File: src/rtl/pghit_pkg.sv
package pghit_pkg;

    typedef enum logic [2:0] {
        ST_IDLE,
        ST_CHECK,
        ST_PRE,
        ST_ROW,
        ST_COL
    } pg_state_e;

endpackage

File: src/rtl/pghit_row_track.sv
module pghit_row_track #(
    parameter int ROW_W = 14
) (
    input  logic             clk,
    input  logic             rst_n,
    input  logic             capture,
    input  logic             clear,
    input  logic [ROW_W-1:0] row_in,
    output logic             row_valid,
    output logic             row_match
);

    typedef struct packed {
        logic             valid;
        logic [ROW_W-1:0] row;
    } trk_t;

    trk_t trk_d, trk_q;

    always_comb begin
        trk_d = trk_q;
        if (clear) begin
            trk_d.valid = 1'b0;
        end else if (capture) begin
            trk_d.valid = 1'b1;
            trk_d.row   = row_in;
        end
    end

    always_ff @(posedge clk or negedge rst_n) begin
        if (!rst_n) begin
            trk_q <= '0;
        end else begin
            trk_q <= trk_d;
        end
    end

    assign row_valid = trk_q.valid;
    assign row_match = trk_q.valid && (trk_q.row == row_in);

endmodule

File: src/rtl/pghit_pre_timer.sv
module pghit_pre_timer #(
    parameter int PRE_CYC = 2
) (
    input  logic clk,
    input  logic rst_n,
    input  logic load,
    output logic done
);

    localparam int CNT_W = (PRE_CYC < 2) ? 1 : $clog2(PRE_CYC + 1);

    logic [CNT_W-1:0] cnt_d, cnt_q;

    always_comb begin
        if (load) begin
            cnt_d = CNT_W'(PRE_CYC - 1);
        end else if (cnt_q != '0) begin
            cnt_d = cnt_q - 1'b1;
        end else begin
            cnt_d = cnt_q;
        end
    end

    always_ff @(posedge clk or negedge rst_n) begin
        if (!rst_n) begin
            cnt_q <= '0;
        end else begin
            cnt_q <= cnt_d;
        end
    end

    assign done = (cnt_q == '0);

endmodule

File: src/rtl/pghit_ctrl.sv
module pghit_ctrl
    import pghit_pkg::*;
#(
    parameter int ADDR_W  = 24,
    parameter int COL_W   = 10,
    parameter int PRE_CYC = 2
) (
    input  logic              clk,
    input  logic              rst_n,
    input  logic              req_valid,
    input  logic              req_is_instr,
    input  logic [ADDR_W-1:0] req_addr,
    input  logic              page_en_instr,
    input  logic              page_en_data,
    output logic              dram_ras,
    output logic              dram_cas,
    output logic              dram_col_sel,
    output logic              req_ready
);

    localparam int ROW_W = ADDR_W - COL_W;

    typedef struct packed {
        pg_state_e        st;
        logic [ROW_W-1:0] row;
        logic             instr;
        logic             closing;
    } ctl_t;

    ctl_t ctl_d, ctl_q;

    logic trk_capture, trk_clear, trk_valid, trk_match;
    logic tmr_load, tmr_done;
    logic page_on;
    logic unused_col_bits;

    assign unused_col_bits = ^req_addr[COL_W-1:0];

    pghit_row_track #(.ROW_W(ROW_W)) u_track (
        .clk       (clk),
        .rst_n     (rst_n),
        .capture   (trk_capture),
        .clear     (trk_clear),
        .row_in    (ctl_q.row),
        .row_valid (trk_valid),
        .row_match (trk_match)
    );

    pghit_pre_timer #(.PRE_CYC(PRE_CYC)) u_timer (
        .clk   (clk),
        .rst_n (rst_n),
        .load  (tmr_load),
        .done  (tmr_done)
    );

    always_comb begin
        ctl_d       = ctl_q;
        trk_capture = 1'b0;
        trk_clear   = 1'b0;
        tmr_load    = 1'b0;
        page_on     = ctl_q.instr ? page_en_instr : page_en_data;

        case (ctl_q.st)
            ST_IDLE: begin
                if (req_valid) begin
                    ctl_d.st    = ST_CHECK;
                    ctl_d.row   = req_addr[ADDR_W-1:COL_W];
                    ctl_d.instr = req_is_instr;
                end
            end
            ST_CHECK: begin
                if (trk_match && page_on) begin
                    ctl_d.st = ST_COL;
                end else if (trk_valid) begin
                    ctl_d.st      = ST_PRE;
                    ctl_d.closing = 1'b0;
                    trk_clear     = 1'b1;
                    tmr_load      = 1'b1;
                end else begin
                    ctl_d.st = ST_ROW;
                end
            end
            ST_PRE: begin
                if (tmr_done) begin
                    ctl_d.st = ctl_q.closing ? ST_IDLE : ST_ROW;
                end
            end
            ST_ROW: begin
                trk_capture = 1'b1;
                ctl_d.st    = ST_COL;
            end
            ST_COL: begin
                if (page_on) begin
                    ctl_d.st = ST_IDLE;
                end else begin
                    ctl_d.st      = ST_PRE;
                    ctl_d.closing = 1'b1;
                    trk_clear     = 1'b1;
                    tmr_load      = 1'b1;
                end
            end
            default: ctl_d.st = ST_IDLE;
        endcase
    end

    always_ff @(posedge clk or negedge rst_n) begin
        if (!rst_n) begin
            ctl_q <= '{st: ST_IDLE, row: '0, instr: 1'b0, closing: 1'b0};
        end else begin
            ctl_q <= ctl_d;
        end
    end

    always_comb begin
        dram_ras     = (ctl_q.st == ST_ROW) || (ctl_q.st == ST_COL) ||
                       (((ctl_q.st == ST_IDLE) || (ctl_q.st == ST_CHECK)) && trk_valid);
        dram_cas     = (ctl_q.st == ST_COL);
        dram_col_sel = (ctl_q.st == ST_COL);
        req_ready    = (ctl_q.st == ST_COL);
    end

endmodule

File: config.mk
export PLATFORM = sky130hd
export DESIGN_NAME = pghit_ctrl
export DESIGN_NICKNAME = d
export VERILOG_FILES = /design/src/rtl/pghit_pkg.sv /design/src/rtl/pghit_row_track.sv /design/src/rtl/pghit_pre_timer.sv /design/src/rtl/pghit_ctrl.sv
export SDC_FILE = /design/constraint.sdc
export NUM_CORES = 1
export LEC_CHECK = 0
export BUFFER_PORTS_ARGS = -buffer_cell sky130_fd_sc_hd__buf_2
export CAP_MARGIN = 20
export CORE_MARGIN = 2
export CORE_UTILIZATION = 35
export DETAILED_ROUTE_END_ITERATION = 7
export GPL_ROUTABILITY_DRIVEN = 1
export PLACE_DENSITY_LB_ADDON = 0.05
export SLEW_MARGIN = 0
export SYNTH_ARGS = -nofsm -noshare
export SYNTH_HDL_FRONTEND = slang
export SYNTH_SLANG_ARGS = --single-unit
File: constraint.sdc
create_clock -name clk -period 3.9 [get_ports clk]
set_clock_uncertainty 0.15 [all_clocks]
set_input_delay 0.585 -clock clk [delete_from_list [all_inputs] [get_ports clk]]
set_output_delay 0.585 -clock clk [all_outputs]
set_load 0.02 [all_outputs]
After elaboration in Yosys (flattened, before gate mapping):

Index checks and enable logic that the tools add are counted.

* add/sub/neg operators: 1
* equal/unequal tests: 10
* muxes and demuxes: 21
* bitwise gates (word level): 1
* reduce and logical (&&, ||, !) cells: 16

Operators by type and width (number)
* 2-to-1 mux 18 bit: 1
* 2-to-1 mux 15 bit: 1
* one-hot mux 3 bit (5 select lines): 1
* equality test 14 bit: 1
* 2-to-1 mux 1 bit: 10
* 2-to-1 mux 2 bit: 4
* inequality test 2 bit (second input constant): 4
* nonzero test 2 bit: 4
* equality test 3 x 2 -> 1 bit (second input constant): 2
* 2-to-1 mux 3 bit: 2
* AND reduction 2 bit: 3
* one-hot mux 1 bit (2 select lines): 2
* AND reduction 4 bit: 1
* equality test 3 x 1 -> 1 bit (second input constant): 1
* equality test 3 bit (second input constant): 1
* logical AND 1 bit: 3
* logical NOT 3 bit: 1
* logical OR 1 bit: 3
* logical NOT 2 bit: 1
* inequality test 2 x 1 -> 1 bit (second input constant): 1
* subtractor 2 x 1 -> 2 bit (second input constant): 1
* NOT 1 bit: 1

* bits in registers: 36
* input bits: 30
* output and inout port bits: 4
* word-level logic and storage cells: 56

Depth between registers and ports, before layout:

* word-level depth: 7
* depth in mapped cells: 6
* gate-level depth less buffers: 6

By module:

Synthesis repeated with hierarchy kept, for this count alone.

* cells, all modules: 122
* area, all modules: 1726.7 µm²

Modules (own cells, without submodules)
* pghit_ctrl: times used 1, cells each 61, area an instance 863.3 µm², sequential area each 475.5 µm²
* pghit_row_track: times used 1, cells each 52, area an instance 764.5 µm², sequential area each 375.4 µm²
* pghit_pre_timer: times used 1, cells each 9, area an instance 98.8 µm², sequential area each 50.0 µm²

Least setup slack after synthesis:

OpenSTA, ideal clock, no wires.

* path kind: reg2out
* start point: reg ctl_q[18] (netlist bit)
* end point: out dram_col_sel
* arrival time: 1.481 ns
* slack: 1.684 ns
* cell stages (with the launch flop): 4
* buffers on the path: 2
* cell sequence: dfrtp_1 > buf_2 > nor3b_1 > buf_4

* cells in the longest elaborated chain, start to end: 1

RTL lines
* start, declared: line pghit_ctrl.sv:30 `ctl_t ctl_d, ctl_q;`
* start signal, assigned: line pghit_ctrl.sv:108 `ctl_q <= '{st: ST_IDLE, row: '0, instr: 1'b0, closing: 1'b0};`
* start signal, assigned: line pghit_ctrl.sv:110 `ctl_q <= ctl_d;`
* equality test 3 bit
* end, declared: line pghit_ctrl.sv:17 `output logic dram_col_sel,`

Every way passes these cells.

Worst setup path after layout:

* start point: reg ctl_q[18] (netlist bit)
* end point: out req_ready

* cells in the longest elaborated chain, start to end: 1

RTL lines
* equality test 3 bit: line pghit_ctrl.sv:119 `req_ready = (ctl_q.st == ST_COL);`
* end, declared: line pghit_ctrl.sv:18 `output logic req_ready`

Every way passes these cells.

==> results.yml <==
status:
  status: "completed"
cts:
  clock_latency_ps: 280
  cts-resized-gates: 0
  ctsHoldBuffers: 0
  cts_buffers: 5
  cts.root.buffer_cell: "clkbuf_8"
  clock_path_buffers: 2
  h-tree-depth: 2
  clock_sinks: 36
  cts_tree: "yes"
  clk_pin_slew_ps: 70
  post_cts_buffers: 0
placement:
  io_buffer_count: 23
  dp_hpwl_mm: 1.97
  gp_routability_congestion: 0.853
yosys:
  synthSimpleGateAreaFrac_pct: 8.80
  synth-edff-count: 0
  synth_top_area_share_pct: 52.4
  synth_fa_ha_area_share_pct: 0.727
  synthTopCellsByCount: "dfrtp_1 (36), mux2_2 (19), xor2_1 (15)"
  yosysMostFrequentCell: "dfrtp_1"
  yosysSeqAreaShare_pct: 52.4
  synth-async-reset-ratio_pct: 100
  synth_area_leaders: "dfrtp_1 (52%), mux2_2 (12%), mux2_4 (8.7%), xor2_1 (7.6%), buf_6 (1.3%)"
  synth_top_area_cell: "dfrtp_1"
  synth_top_family_by_area: "multiplexers"
  synth_compound_area_share_pct: 5.16
  synth_cells: 125
  synth-xor-area-share_pct: 7.64
  synth_fp_nets: 156
  ys_ff_latch: 36
  muxShareOfSynthArea_pct: 21.7
  synth_area_mm2: 0.00172
  yosysWarnings: 0
  synth_top_flop_cell: "dfrtp_1"
  yosys.cell_types.count: 33
  avgSynthCellArea_um2: 13.8
floorplanning:
  die_height_um: 74.1
  fp.dieW_um: 74.1
  core_mm2: 0.00472
  rows: 25
  start_util_pct: 36.4
  num_io_pins: 34
  die_area_mm2: 0.00549
routing:
  viasPerCell: 4.56
  drc: 0
  wl_met1_mm: 1.33
  dr_wl_met2_mm: 1.37
  routed_wl_mm: 2.86
  dr.max_layer_used: "met4"
  drtIter0Drc: 27
  dr.pass1.iters: 3
  dr_total_vias: 995
  wl_met3_um: 103
  wl_per_cell_um: 13.1
  ant_nets: 0
pwr:
  p_leak_nw: 0.922
  power_density_mw_per_mm2: 834
  peakVddDrop_mv: 0.353
sta:
  final-setup-viol-count: 0
  finalCritPeriodShare_pct: 57.0
  rsz0062_at_grt: "false"
  whs_ps: 240
  finalMaxSlewViolations: 0
  slew_headroom_pct: 46.1
  final.min_clock_period_ps: 2220
  setup_tns_ps: 0
  timing.fmax_ghz: 0.450
  worst_pin_slew_ps: 808
  finalHoldViolCount: 0
hold_path:
  min_path_type: "in2async"
global_route:
  grt_max_degree: 37
  grt_usage_pct: 12.3
  antenna_found_initial: 0
  grt_pass1_vias: 1042
  grt_pass1_wl_mm: 4.98
  gr-total-overflow: 0
setup_path:
  crit_type: "reg2out"
  start_kind: "flip-flop"
  cp.arrival_ps: 1490
  endpoint_kind: "primary output"
  cp_max_fo: 9
  cp.required_ps: 3160
final_layout:
  drive_above_1_share_pct: 44.4
  fin_nets: 181
  diodes: 0
  syn_to_final_growth_pct: 14.3
job:
  drv_cap: 0
[flip-flops by register name (all words and copies together), names as in the netlist]
signal             count
u_track.trk_q         14
u_timer.cnt_q          2
ctl_q                 19
u_track.row_valid      1
[routing by layer]
metal  GRT usage [%]  vias up
met3            3.66        7
met4            6.26        0
met2            18.9       18
li1                -      483
met1            15.7      487
met5               0        -
[cells by family (layout without fill, tap and decap cells)]
kind of cell | Yosys count | in the layout
AO/OA/AOI/OAI | 13 | 13
adder cells (fa/ha/maj) | 1 | 1
multiplexers | 30 | 30
flip-flops | 36 | 36
buffers and inverters | 10 | 36
XOR/XNOR | 15 | 15
AND/OR/NAND/NOR | 20 | 20
[power by group]
group	switching (W)	total, W	internal (W)
logic	0.000274	0.000646	0.000372
clock network	0.000122	0.000266	0.000144
registers	0.000164	0.000729	0.000565
[final timing paths]
| check | from | to | slack [ps] | cells after the start |
|---|---|---|---|---|
| max | ctl_q[18] | req_ready | 1680 | 2 |
| min | rst_n | ctl_q[16] | 240 | 1 |
| max reg2reg | ctl_q[16] | ctl_q[14] | 1970 | 3 |
| min reg2reg | u_track.trk_q[13] | u_track.trk_q[13] | 380 | 1 |
| max in group asynchronous | rst_n | u_track.trk_q[5] | 2840 | 1 |
| min in group clk | u_track.trk_q[13] | u_track.trk_q[13] | 380 | 1 |
[layout by cell type (no fill, tap or decap), types with 2 or more instances in the layout]
| cell type | n |
|---|---|
| clkbuf_8 | 6 |
| mux2_2 | 19 |
| dfrtp_1 | 36 |
| xor2_1 | 15 |
| mux2_4 | 10 |
| nor4_1 | 2 |
| o21ai_0 | 3 |
| nand2_1 | 4 |
| buf_2 | 23 |
| nor2_1 | 3 |
| inv_1 | 4 |
| a211oi_1 | 2 |
| clkbuf_1 | 2 |
| a21oi_1 | 3 |
[layout make-up]
| class | instances | area (um2) |
|---|---|---|
| sequential | 36 | 901 |
| timing repair buffer | 23 | 115 |
| fill | 455 | 2760 |
| inverter | 5 | 18.8 |
| multi-input combinational | 79 | 758 |
| tap | 67 | 83.8 |
| clock buffer | 8 | 90.1 |
[per-stage QoR]
stage	setup slack (ps)	instances	instance area, um2	utilization [%]	total power [W]
after global routing	1580	218	1970	41.6	0.00179
after floorplan	1680	125	1720	-	0.00127
after CTS	1660	218	1970	41.6	0.00167
after detailed placement	1780	210	1880	39.7	0.00140
after global placement	1830	210	1880	39.7	0.00137
final	1680	218	1970	41.6	0.00164
[critical path, cell delays in order, from the launching register on]
cell and delay [ps]:
dfrtp_1 570, nor3b_1 400, buf_2 240
Note: power is estimated with default switching activity, not from simulation.
